===== src/rtl/txrp_pkg.sv =====
package txrp_pkg;
  typedef enum logic [2:0] {
    ST_IDLE  = 3'd0,
    ST_SEND  = 3'd1,
    ST_PAD   = 3'd2,
    ST_RETRY = 3'd3,
    ST_DONE  = 3'd4
  } txrp_state_e;
endpackage


===== src/rtl/txrp_retry_ctr.sv =====
module txrp_retry_ctr #(
  parameter int CNT_W = 4
) (
  input  logic             clk,
  input  logic             rst,
  input  logic             load,
  input  logic             dec,
  input  logic [CNT_W-1:0] limit,
  output logic [CNT_W-1:0] count,
  output logic             is_zero
);
  logic [CNT_W-1:0] count_q;

  always_ff @(posedge clk) begin
    if (rst)
      count_q <= '0;
    else if (load)
      count_q <= limit;
    else if (dec && count_q != '0)
      count_q <= count_q - 1'b1;
  end

  assign count = count_q;
  assign is_zero = (count_q == '0);


  no_count_up_chk: assert property (@(posedge clk) disable iff (rst)
    !load |=> (count_q <= $past(count_q)));


  no_dec_at_zero_chk: assert property (@(posedge clk) disable iff (rst)
    dec |-> (count_q != '0));
endmodule


===== src/rtl/txrp_pos.sv =====
module txrp_pos #(
  parameter int LEN_W     = 11,
  parameter int MIN_BYTES = 60
) (
  input  logic             clk,
  input  logic             rst,
  input  logic             clear,
  input  logic             step,
  input  logic [LEN_W-1:0] len,
  output logic [LEN_W-1:0] pos,
  output logic             at_last,
  output logic             next_pad
);
  localparam int EXT_W = LEN_W + 1;

  logic [LEN_W-1:0] pos_q;
  logic [EXT_W-1:0] pos_ext, nxt_ext, len_ext, last_ext;

  assign len_ext  = {1'b0, len};
  assign pos_ext  = {1'b0, pos_q};
  assign nxt_ext  = pos_ext + 1'b1;
  assign last_ext = (len_ext < EXT_W'(MIN_BYTES)) ? EXT_W'(MIN_BYTES - 1)
                                                  : len_ext - 1'b1;

  always_ff @(posedge clk) begin
    if (rst || clear)
      pos_q <= '0;
    else if (step)
      pos_q <= pos_q + 1'b1;
  end

  assign pos      = pos_q;
  assign at_last  = (pos_ext == last_ext);
  assign next_pad = (nxt_ext >= len_ext);


  pos_in_frame_chk: assert property (@(posedge clk) disable iff (rst)
    step |-> (pos_ext < last_ext));
endmodule


===== src/rtl/frame_retry_pad.sv =====
module frame_retry_pad
  import txrp_pkg::*;
#(
  parameter int LEN_W     = 11,
  parameter int CNT_W     = 4,
  parameter int MIN_BYTES = 60
) (
  input  logic             clk,
  input  logic             rst,
  input  logic             start,
  input  logic [LEN_W-1:0] pay_len,
  input  logic             collision,
  input  logic [CNT_W-1:0] retry_limit,
  input  logic [15:0]      pad_pattern,
  output logic             tx_active,
  output logic             sel_pad,
  output logic [7:0]       pad_byte,
  output logic [CNT_W-1:0] retry_cnt,
  output logic             retry_irq,
  output logic             done,
  output logic             aborted
);
  txrp_state_e      state_q, state_d;
  logic [LEN_W-1:0] len_q;
  logic [7:0]       pad_q;
  logic             aborted_q, irq_q;
  logic             ctr_load, ctr_dec, pos_clear, pos_step, set_abort;
  logic             cnt_zero, at_last, next_pad;
  logic [LEN_W-1:0] pos;
  logic             pad_hi_unused;

  assign pad_hi_unused = ^pad_pattern[15:8];

  txrp_retry_ctr #(.CNT_W(CNT_W)) u_ctr (
    .clk(clk), .rst(rst), .load(ctr_load), .dec(ctr_dec),
    .limit(retry_limit), .count(retry_cnt), .is_zero(cnt_zero)
  );

  txrp_pos #(.LEN_W(LEN_W), .MIN_BYTES(MIN_BYTES)) u_pos (
    .clk(clk), .rst(rst), .clear(pos_clear), .step(pos_step),
    .len(len_q), .pos(pos), .at_last(at_last), .next_pad(next_pad)
  );

  always_comb begin
    state_d   = state_q;
    ctr_load  = 1'b0;
    ctr_dec   = 1'b0;
    pos_clear = 1'b0;
    pos_step  = 1'b0;
    set_abort = 1'b0;
    case (state_q)
      ST_IDLE: if (start) begin
        ctr_load  = 1'b1;
        pos_clear = 1'b1;
        state_d   = (pay_len == '0) ? ST_PAD : ST_SEND;
      end
      ST_SEND, ST_PAD: begin
        if (collision) begin
          if (cnt_zero) begin
            set_abort = 1'b1;
            state_d   = ST_DONE;
          end else begin
            ctr_dec = 1'b1;
            state_d = ST_RETRY;
          end
        end else if (at_last) begin
          state_d = ST_DONE;
        end else begin
          pos_step = 1'b1;
          state_d  = next_pad ? ST_PAD : ST_SEND;
        end
      end
      ST_RETRY: begin
        pos_clear = 1'b1;
        state_d   = (len_q == '0) ? ST_PAD : ST_SEND;
      end
      ST_DONE: state_d = ST_IDLE;
      default: state_d = ST_IDLE;
    endcase
  end

  always_ff @(posedge clk) begin
    if (rst) begin
      state_q   <= ST_IDLE;
      len_q     <= '0;
      pad_q     <= '0;
      aborted_q <= 1'b0;
      irq_q     <= 1'b0;
    end else begin
      state_q <= state_d;
      irq_q   <= set_abort;
      if (state_q == ST_IDLE && start) begin
        len_q     <= pay_len;
        pad_q     <= pad_pattern[7:0];
        aborted_q <= 1'b0;
      end else if (set_abort) begin
        aborted_q <= 1'b1;
      end
    end
  end

  assign tx_active = (state_q == ST_SEND) || (state_q == ST_PAD);
  assign sel_pad   = (state_q == ST_PAD);
  assign done      = (state_q == ST_DONE);
  assign pad_byte  = pad_q;
  assign retry_irq = irq_q;
  assign aborted   = aborted_q;


  irq_with_done_chk: assert property (@(posedge clk) disable iff (rst)
    retry_irq |-> (done && aborted && retry_cnt == '0));


  done_pulse_chk: assert property (@(posedge clk) disable iff (rst)
    done |=> !done);


  retry_restart_chk: assert property (@(posedge clk) disable iff (rst)
    (state_q == ST_RETRY) |=> (tx_active && pos == '0));


  pad_byte_stable_chk: assert property (@(posedge clk) disable iff (rst)
    sel_pad |=> (!sel_pad || $stable(pad_byte)));


  busy_len_hold_chk: assert property (@(posedge clk) disable iff (rst)
    (state_q != ST_IDLE) |=> $stable(len_q));


  payload_in_range_chk: assert property (@(posedge clk) disable iff (rst)
    (tx_active && !sel_pad) |-> (pos < len_q));
endmodule


===== config.mk =====
export PLATFORM = sky130hd
export DESIGN_NAME = frame_retry_pad
export DESIGN_NICKNAME = d
export VERILOG_FILES = /design/src/rtl/txrp_pkg.sv /design/src/rtl/txrp_retry_ctr.sv /design/src/rtl/txrp_pos.sv /design/src/rtl/frame_retry_pad.sv
export SDC_FILE = /design/constraint.sdc
export NUM_CORES = 1
export LEC_CHECK = 0
export ABC_CLOCK_PERIOD_IN_PS = 2400
export BUFFER_PORTS_ARGS = -buffer_cell sky130_fd_sc_hd__buf_2
export CORE_MARGIN = 3
export CORE_UTILIZATION = 51
export CTS_BUF_LIST = sky130_fd_sc_hd__clkbuf_8 sky130_fd_sc_hd__clkbuf_16
export DETAILED_ROUTE_END_ITERATION = 7
export GPL_ROUTABILITY_DRIVEN = 0
export PLACE_DENSITY = 0.77
export SLEW_MARGIN = 40
export SYNTH_ARGS = -nofsm -noshare
export SYNTH_HDL_FRONTEND = slang
export SYNTH_SLANG_ARGS = --single-unit

===== constraint.sdc =====
create_clock -name clk -period 2.4 [get_ports clk]
set_input_delay 0.48 -clock clk [delete_from_list [all_inputs] [get_ports clk]]
set_output_delay 0.48 -clock clk [all_outputs]
set_load 0.02 [all_outputs]

* After elaboration in Yosys (flattened, before gate mapping)
Cells that the tools add are included.
** Operators by class
- $add $sub $neg :: 4
- Magnitude comparators :: 2
- Eq/ne operators :: 6
- Mux-type cells :: 23
- Reductions and logical operators :: 12
** Operators by type and width (number)
- zero test 11 bit :: 2
- adder 11 x 1 -> 12 bit, second input constant :: 1
- == test 11 x 12 -> 1 bit :: 1
- >= comparator 12 x 11 -> 1 bit :: 1
- 2-to-1 mux 12 bit :: 1
- 2-to-1 mux 3 bit :: 4
- subtractor 11 x 1 -> 12 bit, second input constant :: 1
- adder 11 x 1 -> 11 bit, second input constant :: 1
- less-than comparator 11 x 6 -> 1 bit, second input constant :: 1
- 2-to-1 mux 1 bit :: 11
- one-hot mux 3 bit (3 select lines) :: 1
- 2-to-1 mux 4 bit :: 2
- == test 3 x 2 -> 1 bit, second input constant :: 2
- 2-to-1 mux 2 bit :: 3
- zero test 4 bit :: 1
- nonzero test 4 bit :: 1
- OR reduction 2 bit :: 2
- subtractor 4 x 1 -> 4 bit, second input constant :: 1
- == test 3 x 1 -> 1 bit, second input constant :: 1
- == test 3 bit, second input constant :: 1
- zero test 3 bit :: 1
- logical AND 1 bit :: 2
- logical OR 1 bit :: 2
- != test 2 bit, second input constant :: 1
- 2 further kinds :: 2
** Storage, ports and cells
- Register bits :: 39
- Input bits :: 35
- Output and inout port bits :: 17

* Depth between registers and ports, before layout
Gate-level depths: netlist of the first run.
- Word-level depth :: 7
- Mapped depth :: 12

* By module
A second synthesis of the first run with hierarchy kept.
** Unflattened totals
- Cell total of the unflattened synthesis :: 327
- Area, all modules :: 2588.7 um2
** By module, submodules not included
- txrp_pos :: instances 1, cells each 171, area each 1327.5 um2, seq. area each 220.2 um2
- frame_retry_pad :: instances 1, cells each 127, area each 998.5 um2, seq. area each 480.5 um2
- txrp_retry_ctr :: instances 1, cells each 29, area each 262.8 um2, seq. area each 80.1 um2

* Worst setup path after synthesis of the first run
No wires, ideal clock.
- Kind :: reg-to-reg
- From :: register u_pos.pos_q[2] (netlist: u_pos.pos[2])
- To :: register state_q[0]
- Library setup time :: 0.092 ns
- Data arrival time :: 2.503 ns
- Required time :: 2.308 ns
- Slack :: -0.195 ns
- Stages on the path, launching flop included :: 12
- Path buffers :: 1
- Clock period less this slack :: 2.595 ns
- Cells stage by stage :: dfxtp_1 -> clkbuf_1 -> nand3_1 -> or2_2 -> xnor2_1 -> ha_1 -> a21o_1 -> a211oi_1 -> nor2_1 -> nor4_1 -> o221ai_1 -> o32ai_1
** Between the ends
- Longest elaborated chain between the ends :: 6
** Ends and longest elaborated chain
- from (decl) :: RTL line txrp_pos.sv:16 : logic [LEN_W-1:0] pos_q;
- from (signal assigned) :: RTL line txrp_pos.sv:29 : pos_q <= pos_q + 1'b1;
- adder 11 x 1 -> 12 bit :: RTL line txrp_pos.sv:21 : assign nxt_ext = pos_ext + 1'b1;
- via u_pos.nxt_ext[5] :: RTL line txrp_pos.sv:17 : logic [EXT_W-1:0] pos_ext, nxt_ext, len_ext, last_ext;
- >= comparator 12 x 11 -> 1 bit :: RTL line txrp_pos.sv:34 : assign next_pad = (nxt_ext >= len_ext);
- 2-to-1 mux 2 bit :: RTL line frame_retry_pad.sv:70 : state_d = next_pad ? ST_PAD : ST_SEND;
- 2-to-1 mux 3 bit :: RTL line frame_retry_pad.sv:66 : end else if (at_last) begin
- 2-to-1 mux 3 bit :: RTL line frame_retry_pad.sv:58 : if (collision) begin
- one-hot mux 3 bit (3 select lines) :: RTL line frame_retry_pad.sv:51 : case (state_q)
- to (signal assigned) :: RTL line frame_retry_pad.sv:90 : state_q <= state_d;
- to (decl) :: RTL line frame_retry_pad.sv:23 : txrp_state_e state_q, state_d;
The timed path passes the listed nets, and every way through them passes these cells.
A chain may end at the register's enable or synchronous reset.

* Worst setup path after layout of the first run
- From :: register len_q[4]
- To :: register state_q[0]
** Between the ends
- Longest elaborated chain between the ends :: 6
** Ends and longest elaborated chain
- from (decl) :: RTL line frame_retry_pad.sv:24 : logic [LEN_W-1:0] len_q;
- from (signal assigned) :: RTL line frame_retry_pad.sv:93 : len_q <= pay_len;
- subtractor 11 x 1 -> 12 bit / less-than comparator 11 x 6 -> 1 bit (equally long branches) :: RTL line txrp_pos.sv:23, txrp_pos.sv:22
- 2-to-1 mux 12 bit :: RTL line txrp_pos.sv:22 : assign last_ext = (len_ext < EXT_W'(MIN_BYTES)) ? EXT_W'(MIN_BYTES - 1)
- == test 11 x 12 -> 1 bit :: RTL line txrp_pos.sv:33 : assign at_last = (pos_ext == last_ext);
- 2-to-1 mux 3 bit :: RTL line frame_retry_pad.sv:66
- 2-to-1 mux 3 bit :: RTL line frame_retry_pad.sv:58
- one-hot mux 3 bit (3 select lines) (*) :: RTL line frame_retry_pad.sv:51
Every way passes the cells marked *; elsewhere a longest branch is shown, timed or not.

==> results of run 1 <==
-- kinds of logic (layout without fill, tap and decap cells) --
kind of cell    after synthesis  in the layout  synth area share
simple gates                169            169             0.301
fa+ha+maj                    14             14            0.0590
flops                        39             39             0.263
xor+xnor                     20             20            0.0590
mux                           1              1           0.00337
buf+inv                      56            127            0.0827
compound gates               93             93             0.232
-- power groups by stage --
stage / logic (mW) / clock network [mW] / registers, mW
2_1_floorplan: 0.936 / 0 / 0.872
3_3_place_gp: 1.34 / 0 / 0.839
3_5_place_dp: 1.38 / 0 / 0.843
4_1_cts: 1.46 / 0.586 / 0.842
5_1_grt: 1.68 / 0.617 / 0.864
6_report: 1.54 / 0.594 / 0.848
-- stage by stage --
stage	utilization	area (sq um)	setup slack, ns	instances
after floorplan	-	2980	-0.129	392
after global placement	0.629	3500	-0.0734	519
after detailed placement	0.629	3500	-0.152	519
after CTS	0.683	3810	-0.0641	533
after global routing	0.696	3880	-0.287	535
final	0.696	3880	-0.157	535
-- what timing repair did --
item                       4_1_cts  5_1_grt
gates cloned                     2        1
setup endpoints to repair        6       14
setup buffers                    4        1
gates resized for setup         30       11
pin swaps                       29       18
hold buffers                     0        0
-- metal layers --
metal	wire, microns	share of wire	GRT usage	up-vias
met4	225	0.025	0.110	0
met3	554	0.061	0.0499	26
li1	-	-	-	1571
met2	4490	0.50	0.448	125
met1	3760	0.42	0.323	1545
met5	0	0	0	-
-- synthesized netlist by cell type, types with 5 or more instances --
library cell and n:
xor2_1 5, o211ai_1 21, ha_1 14, or2_2 5, a211oi_1 5, nor4_1 6, nand4_1 18, nor3_1 10
or4_1 10, clkbuf_1 25, nand2b_1 8, nand3_1 13, or3_1 6, inv_1 20, nor2_1 19, a21oi_1 25
xnor2_1 15, dfxtp_1 39, o21a_1 8, nand2_1 56
-- area by class of cell --
| type | instances | share of cell area |
|---|---|---|
| Clock buffer | 5 | 0.0177 |
| Clock inverter | 3 | 0.0119 |
| Inverter | 20 | 0.0194 |
| Multi-Input combinational cell | 297 | 0.536 |
| Sequential cell | 39 | 0.206 |
| Tap cell | 72 | 0.0232 |
| Timing Repair Buffer | 99 | 0.186 |
-- sequential cells by signal, indices dropped and copies added (netlist names) --
name,count
u_pos.pos,11
retry_irq,1
len_q,11
aborted,1
pad_byte,8
state_q,3
u_ctr.count,4
-- worst paths after layout --
| kind | startpoint | endpoint | slack (ns) | depth (start not counted) |
|---|---|---|---|---|
| worst max-delay path | len_q[4] | state_q[0] | -0.16 | 10 |
| worst min-delay path | pad_pattern[7] | pad_byte[7] | 0.40 | 3 |
| worst max register to register | len_q[4] | state_q[0] | -0.16 | 10 |
| worst min register to register | pad_byte[2] | pad_byte[2] | 0.46 | 2 |
-- worst register-to-register path, delay by kind of cell, from the launching register on --
kind,cells,cell delay (ns)
compound gates,3,0.73
simple gates,4,0.97
buf+inv,3,0.43
flops,1,0.34
==> results by group, run 1 <==
Global route
  – Initial antenna violation count: 0
  – Total GRT Usage: 0.263
  – Vias in the first global route: 3,124
  – Largest net degree at the start of global routing: 28
  – First-pass GRT wire length: 14,100 microns
  – Gr ovfl total: 0

Synthesis
  – Mapped Area: 2970 sq um
  – Mapped Avg Cell Area: 7.57 sq um
  – Synth top area share: 0.263
  – EDFF count, synth: 0
  – Yosys top cell by area: dfxtp_1
  – Syn Inst Count: 392
  – Sequential share of the synthesized area: 0.263
  – Async set-or-reset flop fraction in the synthesized netlist: 0
  – Top cells by area, synth: dfxtp_1 26%, nand2_1 7.1%, ha_1 5.9%, o211ai_1 5.3%, xnor2_1 4.4%
  – Mapped Nets: 441
  – Synth cell types: 58
  – FF+latch count, synth: 39
  – Yosys Warn Count: 0
  – Main synth FF type: dfxtp_1

Setup path
  – Worst path bufs/invs: 3
  – CP peak stage delay: 0.60 ns
  – Worst EP arrival: 2.78 ns
  – Cell family with most CP delay: simple AND/OR/NAND/NOR gates
  – Slowest-stage cell, CP: or4_4
  – Crit Path Class: register to register
  – WP data required: 2.62 ns
  – Crit path cell chain: or4_4 > buf_6 > o211ai_1 > nand4_1 > o211ai_1 > nor4_4 > buf_6 > buf_12 > and2_1 > o32ai_1
  – Crit path capture type: register
  – Startpoint Class: register
  – Crit path max fanout: 6

STA
  – Final hold violation count: 0
  – Worst clock skew: 0.00880 ns
  – Maximum clock frequency: 0.391 GHz
  – Final setup viols: 14
  – Max Slew Vio Count: 0
  – Setup WS post-layout: -0.157 ns
  – Setup tns final: -0.767 ns
  – Worst-Margin Slew: 0.528 ns
  – Hold Slack: 0.398 ns
  – RSZ-0062 raised after global routing: true
  – Tcrit/Tclk final: 1.07
  – Slew headroom: 0.648
  – Fin crit period: 2.56 ns

Power
  – Worst vdd ir: 0.555 mV
  – Power, Total: 2.98 mW
  – Pwr dens: 768 nW/um^2
  – Internal: 1.70 mW
  – Combinational Power Share: 0.516
  – Clock Power Share: 0.200
  – Sw Share: 0.430
  – Seq pwr share: 0.285
  – Pleak: 1.53 nW
  – Sw Pwr: 1.28 mW

Clock tree
  – CTS tree: built
  – CTS Buffer Depth: 2
  – Cts bufs inserted: 5
  – Worst-path clk slew: 0.09 ns
  – Root Buffer: clkbuf_8
  – Worst skew pair latency: 0.31 ns
  – H-tree Lvls: 2
  – CTS sink count: 39

Final layout
  – Most common cell after layout, fill and taps aside: nand2_1
  – Sequential Area: 798 sq um
  – Layout cells sized above 1: 0.315
  – Layout filler cell count: 449
  – Most frequent cells in the layout: 56 x nand2_1, 45 x buf_4, 43 x buf_2, 31 x dfxtp_1, 25 x a21oi_1
  – Multi-input gate area: 2080 sq um
  – Final #Nets: 511
  – Layout area overhead: 30.7%
  – N_diodes: 0

Routing
  – WL per Instance: 16.9 microns
  – TritonRoute pass-1 iters: 4
  – Via-to-Cell Ratio: 6.11
  – Vias: 3,267
  – Iter 0 DRT Violations: 237
  – Post-route DRC: 0
  – Final WL: 9030 microns
  – Antenna-violating nets left: 0

Die
  – Die Area: 6770 sq um
  – Chip height: 82.3 microns
  – Die Wd: 82.3 microns
  – Area of the core: 5570 sq um
  – Number of I/O pins: 52
  – Row Count: 27
  – Initial Util: 0.532

Run status
  – Status: complete, but fails checks
  – Failing checks: setup timing

Min path
  – Hold WC Path Type: input port to register

Placed design
  – Port Buffer Count: 43
  – Post-DP HPWL: 5840 microns

Run
  – Max Cap Viol: 0
Power figures use the tool's default switching activity.
==> run 2, diff against run 1 <==
Settings changed: HOLD_SLACK_MARGIN set to 0.15, RECOVER_POWER set to 25.
==> results by group, run 2 (synthesis gave the netlist of run 1 again) <==
Clock tree
  – Post-CTS Hold Buffers: 0
  – Cts bufs inserted: 5
  – H-tree Lvls: 2
  – Root Buffer: clkbuf_8
  – CTS tree: built
  – CTS Buffer Depth: 2
  – Worst-path clk slew: 0.09 ns
  – Worst skew pair latency: 0.31 ns
  – CTS sink count: 39

Final layout
  – Layout area overhead: 30.3%
  – Most frequent cells in the layout: 56 x nand2_1, 45 x buf_4, 33 x buf_2, 31 x dfxtp_1, 25 x a21oi_1
  – Final #Nets: 511
  – Non-Filler Instances: 535
  – Final Instance Area: 3860 sq um
  – N_diodes: 0
  – Layout cells sized above 1: 0.294
  – Most common cell after layout, fill and taps aside: nand2_1

Die
  – Number of I/O pins: 52
  – Chip height: 82.3 microns
  – Row Count: 27
  – Die Wd: 82.3 microns
  – Area of the core: 5570 sq um
  – Die Area: 6770 sq um
  – Initial Util: 0.532

Min path
  – Hold path startpoint: pad_pattern[2]
  – WHS Path Cells: 3
  – Hold path endpoint: pad_byte[2]
  – Hold WC Path Type: input port to register

Global route
  – Initial antenna violation count: 0
  – Total GRT Usage: 0.263
  – Largest net degree at the start of global routing: 28
  – First-pass GRT wire length: 14,100 microns
  – Vias in the first global route: 3,124
  – Gr ovfl total: 0

STA
  – Max Slew Vio Count: 0
  – Worst-Margin Slew: 0.536 ns
  – Final setup viols: 14
  – Slew headroom: 0.643
  – Maximum clock frequency: 0.390 GHz
  – Final hold violation count: 0
  – Setup WS post-layout: -0.165 ns
  – Hold Slack: 0.405 ns
  – Worst clock skew: 0.00925 ns
  – Fin crit period: 2.56 ns
  – RSZ-0062 raised after global routing: true
  – Setup tns final: -0.714 ns
  – Tcrit/Tclk final: 1.07

Setup path
  – Worst R2R End: state_q[0]
  – Crit Reg-Reg Startpoint: len_q[4]
  – WP data required: 2.62 ns
  – Crit path cell chain: or4_4 > buf_6 > o211ai_1 > nand4_1 > o211ai_1 > nor4_4 > buf_6 > buf_12 > and2_1 > o32ai_1
  – Flop-to-flop setup slack: -0.16 ns
  – Slowest-stage cell, CP: or4_4
  – CP peak stage delay: 0.60 ns
  – Crit path max fanout: 6
  – R2R cell count: 10
  – Worst EP arrival: 2.78 ns
  – Crit path capture type: register
  – Startpoint Class: register
  – Crit Path Class: register to register

Placed design
  – Placed cell areas: 3500 sq um
  – Port Buffer Count: 43
  – Placed cells: 519
  – Post-DP HPWL: 5840 microns
  – Setup Slack @ Placement: -0.152 ns

Routing
  – Via-to-Cell Ratio: 6.14
  – WL per Instance: 17.0 microns
  – Post-route DRC: 0
  – Vias: 3,286
  – Final WL: 9090 microns
  – Antenna-violating nets left: 0
  – Iter 0 DRT Violations: 211
  – TritonRoute pass-1 iters: 5

Power
  – Pleak: 1.49 nW
  – Worst vdd ir: 0.551 mV
  – Pwr dens: 770 nW/um^2

Run status
  – Status: complete, but fails checks
  – Failing checks: setup timing

Run
  – Max Cap Viol: 0
-- run 2: cell count changes in the layout (fill, tap and decap cells not counted) --
cell | before | now
buf_2 | 43 | 33
clkbuf_1 | 0 | 10
-- run 2: per-stage QoR --
| stage | util | total power, mW |
|---|---|---|
| floorplan | - | 1.81 |
| global placement | 0.629 | 2.18 |
| detailed placement | 0.629 | 2.23 |
| CTS | 0.683 | 2.89 |
| global route | 0.693 | 3.16 |
| finish | 0.693 | 2.98 |
-- run 2: worst max-delay path: cells and delay by family (launching register included) --
kind,cells,cell delay (ns)
simple gates,4,0.97
flops,1,0.34
compound gates,3,0.73
buf+inv,3,0.43
-- run 2: worst max-delay path by stage --
stage	start	to	slack, ns	cells after the start
floorplan	len_q[2]	u_pos.pos[1]	-0.13	10
global placement	u_pos.pos[0]	state_q[0]	-0.07	10
detailed placement	u_pos.pos[0]	state_q[0]	-0.15	10
CTS	len_q[5]	u_pos.pos[1]	-0.06	11
global route	len_q[0]	u_pos.pos[1]	-0.29	11
finish	len_q[4]	state_q[0]	-0.16	10
-- run 2: area by class of cell --
| class | instances | area (sq um) |
|---|---|---|
| fill | 457 | 1710 |
| clock inverter | 3 | 46.3 |
| sequential | 39 | 798 |
| multi-input combinational | 297 | 2080 |
| clock buffer | 5 | 68.8 |
| inverter | 20 | 75.1 |
| tap | 72 | 90.1 |
| timing repair buffer | 99 | 709 |
-- run 2: timing repair --
action | CTS | global route
gates cloned | 2 | 1
setup buffers | 4 | 1
gates resized for setup | 30 | 11
pin swaps | 29 | 18
endpoints found under the setup margin | 6 | 14
-- run 2: metal layers --
layer,GRT usage,vias to the layer above,part of all wire
li1,-,1568,-
met1,0.323,1567,0.42
met2,0.448,120,0.50
met3,0.0499,31,0.057
met4,0.110,0,0.026
met5,0,-,0
-- run 2: power by group --
part	internal [mW]	switching, mW
clock	0.314	0.274
sequential	0.748	0.102
combinational	0.631	0.908
total	1.69	1.28
==> run 3, diff against run 2 <==
Settings changed: BUFFER_PORTS_ARGS -buffer_cell sky130_fd_sc_hd__buf_2 to -buffer_cell sky130_fd_sc_hd__buf_4.
==> results by group, run 3 (synthesis gave the netlist of run 1 again) <==
Setup path
  – R2R cell count: 9
  – Slowest-stage cell, CP: dfxtp_4
  – Crit Reg-Reg Startpoint: u_pos.pos[1]
  – Beginning of the critical path: u_pos.pos[1]
  – CP peak stage delay: 0.39 ns
  – Crit Path Class: register to register
  – Flop-to-flop setup slack: -0.21 ns
  – Crit path max fanout: 3
  – Crit path cell chain: nand3_4 > or3_4 > xnor2_1 > ha_1 > o21ai_0 > nor2_1 > nor4_1 > o221ai_1 > o32ai_2
  – Startpoint Class: register
  – Worst EP arrival: 2.82 ns
  – Worst R2R End: state_q[0]
  – WP data required: 2.62 ns
  – Crit path capture type: register

Routing
  – TritonRoute pass-1 iters: 6
  – WL per Instance: 16.8 microns
  – Via-to-Cell Ratio: 6.19
  – Iter 0 DRT Violations: 222
  – Post-route DRC: 0
  – Antenna-violating nets left: 0
  – Vias: 3,326
  – Final WL: 9040 microns

Final layout
  – Layout area overhead: 35.2%
  – Layout cells sized above 1: 0.308
  – Most common cell after layout, fill and taps aside: buf_4
  – Final #Nets: 513
  – Final Util: 0.720
  – Non-Filler Instances: 537
  – Most frequent cells in the layout: 81 x buf_4, 55 x nand2_1, 31 x dfxtp_1, 25 x a21oi_1, 21 x o211ai_1
  – N_diodes: 0

Die
  – Initial Util: 0.532
  – Row Count: 27
  – Area of the core: 5570 sq um
  – Chip height: 82.3 microns
  – Die Area: 6770 sq um
  – Number of I/O pins: 52
  – Die Wd: 82.3 microns

STA
  – RSZ-0062 raised after global routing: true
  – Final hold violation count: 0
  – Final setup viols: 13
  – Slew headroom: 0.639
  – Setup tns final: -1.39 ns
  – Max Slew Vio Count: 0
  – Worst-Margin Slew: 0.536 ns
  – Worst clock skew: 0.0122 ns
  – Setup WS post-layout: -0.206 ns
  – Fin crit period: 2.61 ns
  – Tcrit/Tclk final: 1.09
  – Maximum clock frequency: 0.384 GHz

Placed design
  – Placed cells: 520
  – Post-DP HPWL: 5910 microns
  – Port Buffer Count: 43

Clock tree
  – Worst skew pair latency: 0.31 ns
  – Worst-path clk slew: 0.09 ns
  – Cts bufs inserted: 5
  – CTS Buffer Depth: 2
  – CTS tree: built
  – H-tree Lvls: 2
  – CTS sink count: 39
  – Root Buffer: clkbuf_8

Global route
  – Initial antenna violation count: 0
  – First-pass GRT wire length: 14,400 microns
  – Vias in the first global route: 3,167
  – Gr ovfl total: 0
  – Total GRT Usage: 0.269
  – Largest net degree at the start of global routing: 29

Min path
  – WHS Path Cells: 3
  – Hold path endpoint: pad_byte[4]
  – Hold WC Path Type: input port to register
  – Hold path startpoint: pad_pattern[4]

Power
  – Pleak: 1.53 nW
  – Pwr dens: 760 nW/um^2
  – Worst vdd ir: 0.498 mV

Run status
  – Status: complete, but fails checks
  – Failing checks: setup timing

Run
  – Max Cap Viol: 0
run 3: cell type report:
cell class / count / area (sq um)
flip-flops and latches: 39 / 801
inverters: 20 / 75.1
clock buffers: 5 / 68.8
multi-input cells: 297 / 2120
repair buffers: 101 / 811
fillers: 397 / 1560
well taps: 72 / 90.1
clock inverters: 3 / 43.8
run 3: timing repair:
item | CTS | global route
buffers inserted | 4 | 3
hold buffers | 0 | 0
pin swaps | 24 | 19
hold endpoints to repair | 0 | 0
resized for setup | 30 | 18
setup endpoints to repair | 14 | 14
cloned | 2 | 1
run 3: worst max path at each step:
| stage | cells after the start | end | slack (ns) |
|---|---|---|---|
| floorplan | 10 | u_pos.pos[1] | -0.13 |
| global placement | 10 | state_q[0] | -0.08 |
| detailed placement | 10 | state_q[0] | -0.21 |
| CTS | 9 | state_q[0] | -0.04 |
| global route | 9 | state_q[0] | -0.25 |
| finish | 9 | state_q[0] | -0.21 |
run 3: layer usage:
| layer | vias to the layer above | track usage | part of all wire | routed length (microns) |
|---|---|---|---|---|
| met5 | - | 0 | 0 | 0 |
| met4 | 0 | 0.0947 | 0.036 | 321 |
| met3 | 39 | 0.0510 | 0.050 | 454 |
| met2 | 142 | 0.473 | 0.49 | 4470 |
| met1 | 1574 | 0.324 | 0.42 | 3790 |
| li1 | 1571 | - | - | - |
run 3: power breakdown:
group          switching (mW)  leakage, nW  total, mW  internal (mW)
Combinational           0.934         1.15       1.62          0.685
Clock                   0.275       0.0581      0.585          0.310
Sequential             0.0998        0.323      0.846          0.746
run 3: critical path, delay by kind of cell, from the launching register on:
family,cells,cell delay [ns]
DFF,1,0.39
and+or+nand+nor,4,0.86
AOI/OAI and AO/OA,3,0.83
adders and majority gates,1,0.31
xor gates and xnor gates,1,0.14
run 3: per-stage QoR:
stage	power [mW]	hold WS [ns]	cell area [sq um]	setup slack [ns]
after global routing	3.23	0.410	4010	-0.252
after floorplan	1.81	0.457	2980	-0.129
final	3.05	0.413	4010	-0.206
after CTS	2.98	0.412	3940	-0.0398
after detailed placement	2.29	0.448	3620	-0.206
after global placement	2.24	0.443	3620	-0.0804
